--- config.mk ---
export PLATFORM = sky130hd
export DESIGN_NAME = prodround_stage
export DESIGN_NICKNAME = d
export VERILOG_FILES = /design/src/rtl/prodround_pkg.sv /design/src/rtl/prod_merge.sv /design/src/rtl/prod_split.sv /design/src/rtl/conv_round.sv /design/src/rtl/sign_norm.sv /design/src/rtl/prodround_stage.sv
export SDC_FILE = /design/constraint.sdc
export NUM_CORES = 1
export LEC_CHECK = 0
export ABC_AREA = 1
export BUFFER_PORTS_ARGS = -buffer_cell sky130_fd_sc_hd__buf_2
export CELL_PAD_IN_SITES_DETAIL_PLACEMENT = 0
export CELL_PAD_IN_SITES_GLOBAL_PLACEMENT = 1
export CORE_MARGIN = 2
export CORE_UTILIZATION = 36
export CTS_BUF_LIST = sky130_fd_sc_hd__clkbuf_16
export CTS_CLUSTER_SIZE = 20
export DETAILED_ROUTE_END_ITERATION = 10
export PLACE_DENSITY_LB_ADDON = 0.05
export RECOVER_POWER = 100
export SLEW_MARGIN = 40
export SYNTH_ARGS = -nofsm -noshare
export SYNTH_HDL_FRONTEND = slang
export SYNTH_HIERARCHICAL = 1
export SYNTH_SLANG_ARGS = --single-unit
--- constraint.sdc ---
create_clock -name clk_i -period 3.7 [get_ports clk_i]
set_clock_uncertainty 0.15 [all_clocks]
set_input_delay 0.37 -clock clk_i [delete_from_list [all_inputs] [get_ports clk_i]]
set_output_delay 0.37 -clock clk_i [all_outputs]
set_load 0.01 [all_outputs]
--- src/rtl/prodround_pkg.sv ---
package prodround_pkg;

    // Accumulator, field and internal widths
    localparam int ACC_W = 40;
    localparam int FLD_W = 16;
    localparam int HI_W  = ACC_W - 2 * FLD_W;
    localparam int INT_W = 64;
    localparam int W16   = 16;
    localparam int W32   = 32;

    // Tie value of the discarded half for convergent rounding
    localparam logic [FLD_W-1:0] HALF_LSB = {1'b1, {(FLD_W-1){1'b0}}};

    typedef enum logic [2:0] {
        OP_MERGE  = 3'd0,
        OP_SPLIT  = 3'd1,
        OP_ROUND  = 3'd2,
        OP_WIDE16 = 3'd3,
        OP_WIDE32 = 3'd4,
        OP_WIDE40 = 3'd5,
        OP_RSV6   = 3'd6,
        OP_RSV7   = 3'd7
    } op_e;

    typedef struct packed {
        logic [HI_W-1:0]  hi;
        logic [FLD_W-1:0] mid1;
        logic [FLD_W-1:0] mid2;
        logic [FLD_W-1:0] lo;
    } prod_fields_t;

    localparam prod_fields_t FIELDS_ZERO = '{default: '0};

    // True when every bit of a slice agrees with the sign bit
    function automatic logic upper_uniform(input logic [INT_W-1:0] v, input int from_bit);
        logic ones;
        logic zeros;
        ones  = 1'b1;
        zeros = 1'b1;
        for (int i = 0; i < INT_W; i++) begin
            if (i >= from_bit) begin
                ones  = ones & v[i];
                zeros = zeros & ~v[i];
            end
        end
        return ones | zeros;
    endfunction

endpackage

--- src/rtl/prod_merge.sv ---
module prod_merge
    import prodround_pkg::*;
(
    input  prod_fields_t     fields_i,
    output logic [ACC_W-1:0] packed_o
);
    // Middle terms are summed first; the sum keeps its carry
    logic [FLD_W:0]   mid_sum;
    logic [ACC_W-1:0] hi_term;
    logic [ACC_W-1:0] mid_term;
    logic [ACC_W-1:0] lo_term;

    always_comb begin
        mid_sum  = {1'b0, fields_i.mid1} + {1'b0, fields_i.mid2};
        hi_term  = {fields_i.hi, {(2*FLD_W){1'b0}}};
        mid_term = ACC_W'(mid_sum) << FLD_W;
        lo_term  = ACC_W'(fields_i.lo);
        packed_o = hi_term + mid_term + lo_term;
    end

endmodule

--- src/rtl/prod_split.sv ---
module prod_split
    import prodround_pkg::*;
(
    input  logic [ACC_W-1:0] packed_i,
    output prod_fields_t     fields_o
);
    always_comb begin
        fields_o.hi   = packed_i[ACC_W-1:2*FLD_W];
        fields_o.mid1 = packed_i[2*FLD_W-1:FLD_W];
        fields_o.mid2 = '0;
        fields_o.lo   = packed_i[FLD_W-1:0];
    end

endmodule

--- src/rtl/conv_round.sv ---
module conv_round
    import prodround_pkg::*;
(
    input  logic [ACC_W-1:0] opnd_i,
    output logic             inc_o,
    output logic [ACC_W-1:0] rnd_o
);
    logic [FLD_W-1:0] frac;
    logic             above_half;
    logic             tie;
    logic             keep_odd;

    always_comb begin
        frac       = opnd_i[FLD_W-1:0];
        above_half = frac[FLD_W-1] & (|frac[FLD_W-2:0]);
        tie        = (frac == HALF_LSB);
        keep_odd   = opnd_i[FLD_W];
        inc_o      = above_half | (tie & keep_odd);
        // Wraps at the accumulator width; no saturation
        rnd_o      = opnd_i + (ACC_W'(inc_o) << FLD_W);
    end

endmodule

--- src/rtl/sign_norm.sv ---
module sign_norm #(
    parameter int SRC_W = 16,
    parameter int DST_W = 64
) (
    input  logic [SRC_W-1:0] val_i,
    output logic [DST_W-1:0] ext_o
);
    for (genvar i = 0; i < DST_W; i++) begin : g_bit
        if (i < SRC_W) begin : g_keep
            assign ext_o[i] = val_i[i];
        end else begin : g_rep
            assign ext_o[i] = val_i[SRC_W-1];
        end
    end

endmodule

--- src/rtl/prodround_stage.sv ---
module prodround_stage
    import prodround_pkg::*;
(
    input  logic               clk_i,
    input  logic               rst_i,
    input  logic [2:0]         op_i,
    input  logic [HI_W-1:0]    hi_i,
    input  logic [FLD_W-1:0]   mid1_i,
    input  logic [FLD_W-1:0]   mid2_i,
    input  logic [FLD_W-1:0]   lo_i,
    input  logic [ACC_W-1:0]   opnd_i,
    output logic [INT_W-1:0]   res_o,
    output logic [HI_W-1:0]    hi_o,
    output logic [FLD_W-1:0]   mid1_o,
    output logic [FLD_W-1:0]   mid2_o,
    output logic [FLD_W-1:0]   lo_o
);
    op_e              op;
    prod_fields_t     in_fields;
    prod_fields_t     split_fields;
    logic [ACC_W-1:0] merged;
    logic [ACC_W-1:0] rounded;
    logic             rnd_inc;
    logic [INT_W-1:0] merged_ext;
    logic [INT_W-1:0] rounded_ext;
    logic [INT_W-1:0] wide16;
    logic [INT_W-1:0] wide32;
    logic [INT_W-1:0] wide40;
    logic [INT_W-1:0] res_d;
    prod_fields_t     fld_d;
    prod_fields_t     fld_q;
    logic [INT_W-1:0] res_q;

    assign op = op_e'(op_i);

    always_comb begin
        in_fields.hi   = hi_i;
        in_fields.mid1 = mid1_i;
        in_fields.mid2 = mid2_i;
        in_fields.lo   = lo_i;
    end

    prod_merge u_merge (
        .fields_i (in_fields),
        .packed_o (merged)
    );

    prod_split u_split (
        .packed_i (opnd_i),
        .fields_o (split_fields)
    );

    conv_round u_round (
        .opnd_i (opnd_i),
        .inc_o  (rnd_inc),
        .rnd_o  (rounded)
    );

    sign_norm #(.SRC_W(ACC_W), .DST_W(INT_W)) u_ext_merge (
        .val_i (merged),
        .ext_o (merged_ext)
    );

    sign_norm #(.SRC_W(ACC_W), .DST_W(INT_W)) u_ext_round (
        .val_i (rounded),
        .ext_o (rounded_ext)
    );

    sign_norm #(.SRC_W(W16), .DST_W(INT_W)) u_ext_16 (
        .val_i (opnd_i[W16-1:0]),
        .ext_o (wide16)
    );

    sign_norm #(.SRC_W(W32), .DST_W(INT_W)) u_ext_32 (
        .val_i (opnd_i[W32-1:0]),
        .ext_o (wide32)
    );

    sign_norm #(.SRC_W(ACC_W), .DST_W(INT_W)) u_ext_40 (
        .val_i (opnd_i),
        .ext_o (wide40)
    );

    // Operation select
    always_comb begin
        res_d = '0;
        fld_d = FIELDS_ZERO;
        unique case (op)
            OP_MERGE:  res_d = merged_ext;
            OP_SPLIT:  fld_d = split_fields;
            OP_ROUND:  res_d = rounded_ext;
            OP_WIDE16: res_d = wide16;
            OP_WIDE32: res_d = wide32;
            OP_WIDE40: res_d = wide40;
            default:   res_d = '0;
        endcase
    end

    always_ff @(posedge clk_i) begin
        if (rst_i) begin
            res_q <= '0;
            fld_q <= FIELDS_ZERO;
        end else begin
            res_q <= res_d;
            fld_q <= fld_d;
        end
    end

    assign res_o  = res_q;
    assign hi_o   = fld_q.hi;
    assign mid1_o = fld_q.mid1;
    assign mid2_o = fld_q.mid2;
    assign lo_o   = fld_q.lo;


    merge_low_pass_chk: assert property (@(posedge clk_i) disable iff (rst_i)
        (op == OP_MERGE) |=> (res_o[FLD_W-1:0] == $past(lo_i)));


    merge_sign_chk: assert property (@(posedge clk_i) disable iff (rst_i)
        (op == OP_MERGE) |=> upper_uniform(res_o, ACC_W - 1));


    split_fields_chk: assert property (@(posedge clk_i) disable iff (rst_i)
        (op == OP_SPLIT) |=> ({hi_o, mid1_o, lo_o} == $past(opnd_i)) && (mid2_o == '0) && (res_o == '0));


    round_keep_chk: assert property (@(posedge clk_i) disable iff (rst_i)
        (opnd_i[FLD_W-1:0] < HALF_LSB) |-> (rounded == opnd_i) && !rnd_inc);


    round_up_chk: assert property (@(posedge clk_i) disable iff (rst_i)
        (opnd_i[FLD_W-1:0] > HALF_LSB) |-> (rounded[FLD_W-1:0] == opnd_i[FLD_W-1:0])
                                         && (rounded[ACC_W-1:FLD_W] == opnd_i[ACC_W-1:FLD_W] + 1'b1));


    round_tie_even_chk: assert property (@(posedge clk_i) disable iff (rst_i)
        (opnd_i[FLD_W-1:0] == HALF_LSB) |-> (rnd_inc == opnd_i[FLD_W]) && !rounded[FLD_W]);


    wide16_sign_chk: assert property (@(posedge clk_i) disable iff (rst_i)
        (op == OP_WIDE16) |=> upper_uniform(res_o, W16 - 1) && (res_o[W16-1:0] == $past(opnd_i[W16-1:0])));


    fields_idle_chk: assert property (@(posedge clk_i) disable iff (rst_i)
        (op != OP_SPLIT) |=> (hi_o == '0) && (mid1_o == '0) && (mid2_o == '0) && (lo_o == '0));


    reset_clear_chk: assert property (@(posedge clk_i) disable iff (rst_i)
        $fell(rst_i) |-> (res_o == '0) && (hi_o == '0) && (mid1_o == '0) && (lo_o == '0));

endmodule

==> run summary <==
The share of layout cells above drive strength 1 is between 10 and 15%. The biggest area contributor in the post-synthesis netlist is sky130_fd_sc_hd__buf_4. The netlist area before placement is 10900 sq um.

The clock edge transition at the registers on the reported setup and hold paths is around 0.060 ns. The post-synthesis cell type count came out at 32. At the pin with the least slew margin, the transition time is between 1 and 1.5 ns. The warning count from the yosys run came out at 6. The clock group share of total power is 44.0%. The worst hold margin is roughly 0.062 ns. The height of the die came out at between 150 and 200 um. Summed over all cells, the static leakage comes to about 4.5 nW. The post-synthesis register bit count is between 100 and 150. The final period utilization is between 80% and 90%.

The number of buffers added by the clock tree synthesis step came out at 17. Following the worst setup path forward leads to its endpoint at res_o[53]$_SDFF_PP0_. The switching part of the total is around a third. For the worst setup path, the data arrival time is 3.22 ns. The worst setup path is launched from a primary input.

The setup slack at placement came out at between 0.4 and 0.5 ns. The total I/O pin count came out at roughly 220. For this run, design rule violations remaining after detail routing come to 0. The initial core utilization is a little under two fifths. The total routing resource utilization after global routing is 19.0%. The area growth from synthesis to layout is -11.8%. In this run the biggest area consumer among cell types represents 28.7% of the synthesized area. The count of final setup violators came out at 0.

The number of antenna violations at the first check in global routing came to 0. The largest fanout on the critical path is 25. Setup repair after global routing left no endpoint under its margin. In this run, flip-flops and latches consume 36.1% of the power. The number of inserted filler cells in the final layout is roughly 3500. The max-cap violation count is 0. The floorplan has between 60 and 70 rows. The part of the Yosys area used for sequential elements is roughly 22%.

The number of enable flip-flop cells after synthesis is 0. After detailed routing, the number of vias per cell comes to 4.75. In the post-synthesis netlist, the cell with the most instances is sky130_fd_sc_hd__buf_4. The number of nets in the final layout is between 1500 and 2000. The TritonCTS clock tree is built. The cell sitting at the root of the clock tree is a sky130_fd_sc_hd__clkbuf_16.

Summed over all failing endpoints, the final setup total negative slack is 0 ns. The first-pass detailed-route iteration total is 5. The worst setup path is captured at a register.

For this block, wires on met1 add up to 14000 um. The clock sink count came out at 120. The number of setup buffers added after CTS is 0. The internal portion of the total power is roughly 2.6 mW. The power per unit of standard cell area is roughly 390 nW/um^2.

The count of antenna diodes in the layout came out at 0. Among all flip-flop cells after synthesis, the most frequent one is sky130_fd_sc_hd__dfxtp_1. The detailed route wirelength on metal3 came out at 1240 um. Entering global routing, the biggest net connects ~110 pins. The violation count after the first detailed-routing iteration came out at 614. The commonest cells after synthesis are sky130_fd_sc_hd__buf_4 (419), sky130_fd_sc_hd__nor2_1 (224), sky130_fd_sc_hd__nand3_1 (211).

After floorplanning, the core was sized to cover a little under 30000 sq um. The final critical delay including setup and external delays came out at 3.02 ns. The die width is roughly 180 um. The final count of pins violating max slew came out at 0. Dividing the detail-routed wire length by the instance count gives between 15 and 20 um.

The setup path with the least slack is of type primary input to register. The maximum level of the CTS H-tree came out at 4. The total chip power came out at between 3 and 4 mW. The headroom to the max-slew limit came out at 6.67%. The detailed router used layers up to and including met4.

The total via count after detailed routing came out at slightly below 9000. The count of buffers inserted at the top-level ports came out at 220. For this design, the CTS-stage hold fixing added 0 buffers. The final estimated routing congestion in global placement is between 0.7 and 0.8.

The run finished with clean final reports. The worst hold path belongs to the class primary input to register. The maximum clock insertion buffer count is 2. The analysis attributes to net switching a power of between 1 and 1.5 mW. The global-route congestion overflow total came out at 0. The first global-routing pass estimated between 40000 and 50000 um of wire. The combinational share of power is between 10% and 20%. The full die area came out at approximately 32000 sq um. The data required time of the worst path came out at 3.90 ns. After clock tree synthesis, the repair step resized 0 gates. The number of global-route vias before repair is 8382. The final routed wirelength across all metal layers is a little under 30000 um.

The final hold violation count came out at 0. The most critical setup path has its startpoint at mid2_i[0]. The fraction of registers with async set or reset after synthesis came out at 0%. The routed design uses 14200 um of met2 wire. Yosys attributes the largest share of cell area to sky130_fd_sc_hd__buf_4 (29%), sky130_fd_sc_hd__dfxtp_1 (22%), sky130_fd_sc_hd__nand3_1 (9.6%).

The gate count of the mapped netlist came out at 1647. After synthesis, the mean cell area works out to ~6.6 sq um. The number of nets still failing antenna checks after routing is 0. Across the VDD grid, the largest voltage drop is approximately 270 uV. The maximum achievable frequency came out at approximately 330 MHz. The post-layout worst setup margin came out at about 0.68 ns.

The placed wire-length estimate came out at between 15000 and 20000 um.
## worst min path at each step
| stage | from | end | slack (ns) | cells after the start |
|---|---|---|---|---|
| 2_1_floorplan | opnd_i[10] | lo_o[10]$_SDFF_PP0_ | 0.43 | 3 |
| 3_3_place_gp | opnd_i[12] | lo_o[12]$_SDFF_PP0_ | 0.49 | 3 |
| 3_5_place_dp | opnd_i[12] | lo_o[12]$_SDFF_PP0_ | 0.50 | 3 |
| 4_1_cts | opnd_i[4] | lo_o[4]$_SDFF_PP0_ | 0.04 | 3 |
| 5_1_grt | opnd_i[3] | lo_o[3]$_SDFF_PP0_ | 0.06 | 3 |
| 6_report | opnd_i[4] | lo_o[4]$_SDFF_PP0_ | 0.06 | 3 |
## flip-flops by register name (all words and copies together) (netlist names)
| signal | flops |
|---|---|
| mid2_o | 16 |
| res_o | 64 |
| mid1_o | 16 |
| hi_o | 8 |
| lo_o | 16 |
## power by group through the flow
stage                     Sequential, mW  Combinational, mW  Clock (mW)
after floorplan                     1.42              0.787           0
after global placement              1.40              0.782           0
after detailed placement            1.39              0.781           0
after CTS                           1.37              0.785        1.72
after global routing                1.37              0.858        1.77
final                               1.37              0.751        1.67
## metal layers
layer	GRT usage, %	up-vias
li1	-	4429
met1	25.4	4020
met2	32.1	205
met3	3.13	15
met4	4.23	0
met5	0	-
## placed cells by master, fill, tap and decap left out, drive strengths merged
cell type	synthesis	layout
a21oi	9	9
and2	1	1
buf	484	114
bufinv	0	2
clkbuf	13	140
clkinv	0	7
clkinvlp	0	4
conb	1	16
dfxtp	120	120
fa	1	1
ha	20	20
inv	174	176
nand2	139	139
nand3	214	214
nand3b	6	6
nand4	134	134
nor2	233	233
nor3	4	4
o21a	1	1
o21ai	64	64
o21bai	1	1
xnor2	8	8
xor2	20	20
## critical path, cell delays in order
cell and delay [ns]:
sky130_fd_sc_hd__buf_2 0.08, sky130_fd_sc_hd__ha_1 0.20, sky130_fd_sc_hd__fa_1 0.23, sky130_fd_sc_hd__nand2_1 0.09, sky130_fd_sc_hd__a21oi_1 0.27, sky130_fd_sc_hd__nand3_1 0.14, sky130_fd_sc_hd__nand3_1 0.11, sky130_fd_sc_hd__nand2_1 0.05
sky130_fd_sc_hd__nand2_1 0.15, sky130_fd_sc_hd__ha_1 0.20, sky130_fd_sc_hd__nand3_1 0.15, sky130_fd_sc_hd__nor2_4 0.13, sky130_fd_sc_hd__nand3_1 0.11, sky130_fd_sc_hd__nor2_1 0.13, sky130_fd_sc_hd__xor2_1 0.25, sky130_fd_sc_hd__buf_12 0.22
sky130_fd_sc_hd__nand3_1 0.09, sky130_fd_sc_hd__nand3_1 0.10, sky130_fd_sc_hd__nor2_1 0.04, sky130_fd_sc_hd__nor2_1 0.09
## through the flow
stage                     cell area [sq um]  utilization [%]  std cells
after floorplan                       11000                -       1662
after global placement                 9240             31.0       1791
after detailed placement               9270             31.1       1792
after CTS                              9850             33.1       1824
after global routing                   9660             32.4       1824
final                                  9660             32.4       1824
## layout make-up
type                       count  area (sq um)  area share, %
tap                          390           488           5.05
inverter                     174           661           6.84
sequential                   120          2400           24.9
clock buffer                  17           425           4.41
multi-input combinational    871          4390           45.5
timing repair buffer         237          1140           11.8
clock inverter                15           153           1.58
## logic make-up (layout without fill, tap and decap cells)
group	count (synthesis)	in the layout	synth area share (%)
other	1	16	0.0343
DFF	120	120	22.0
xor gates and xnor gates	28	28	2.24
and+or+nand+nor	731	731	31.5
AOI/OAI and AO/OA	75	75	3.51
buffers and inverters	671	443	38.3
adders and majority gates	21	21	2.47
Note: power is estimated with default switching activity, not from simulation.
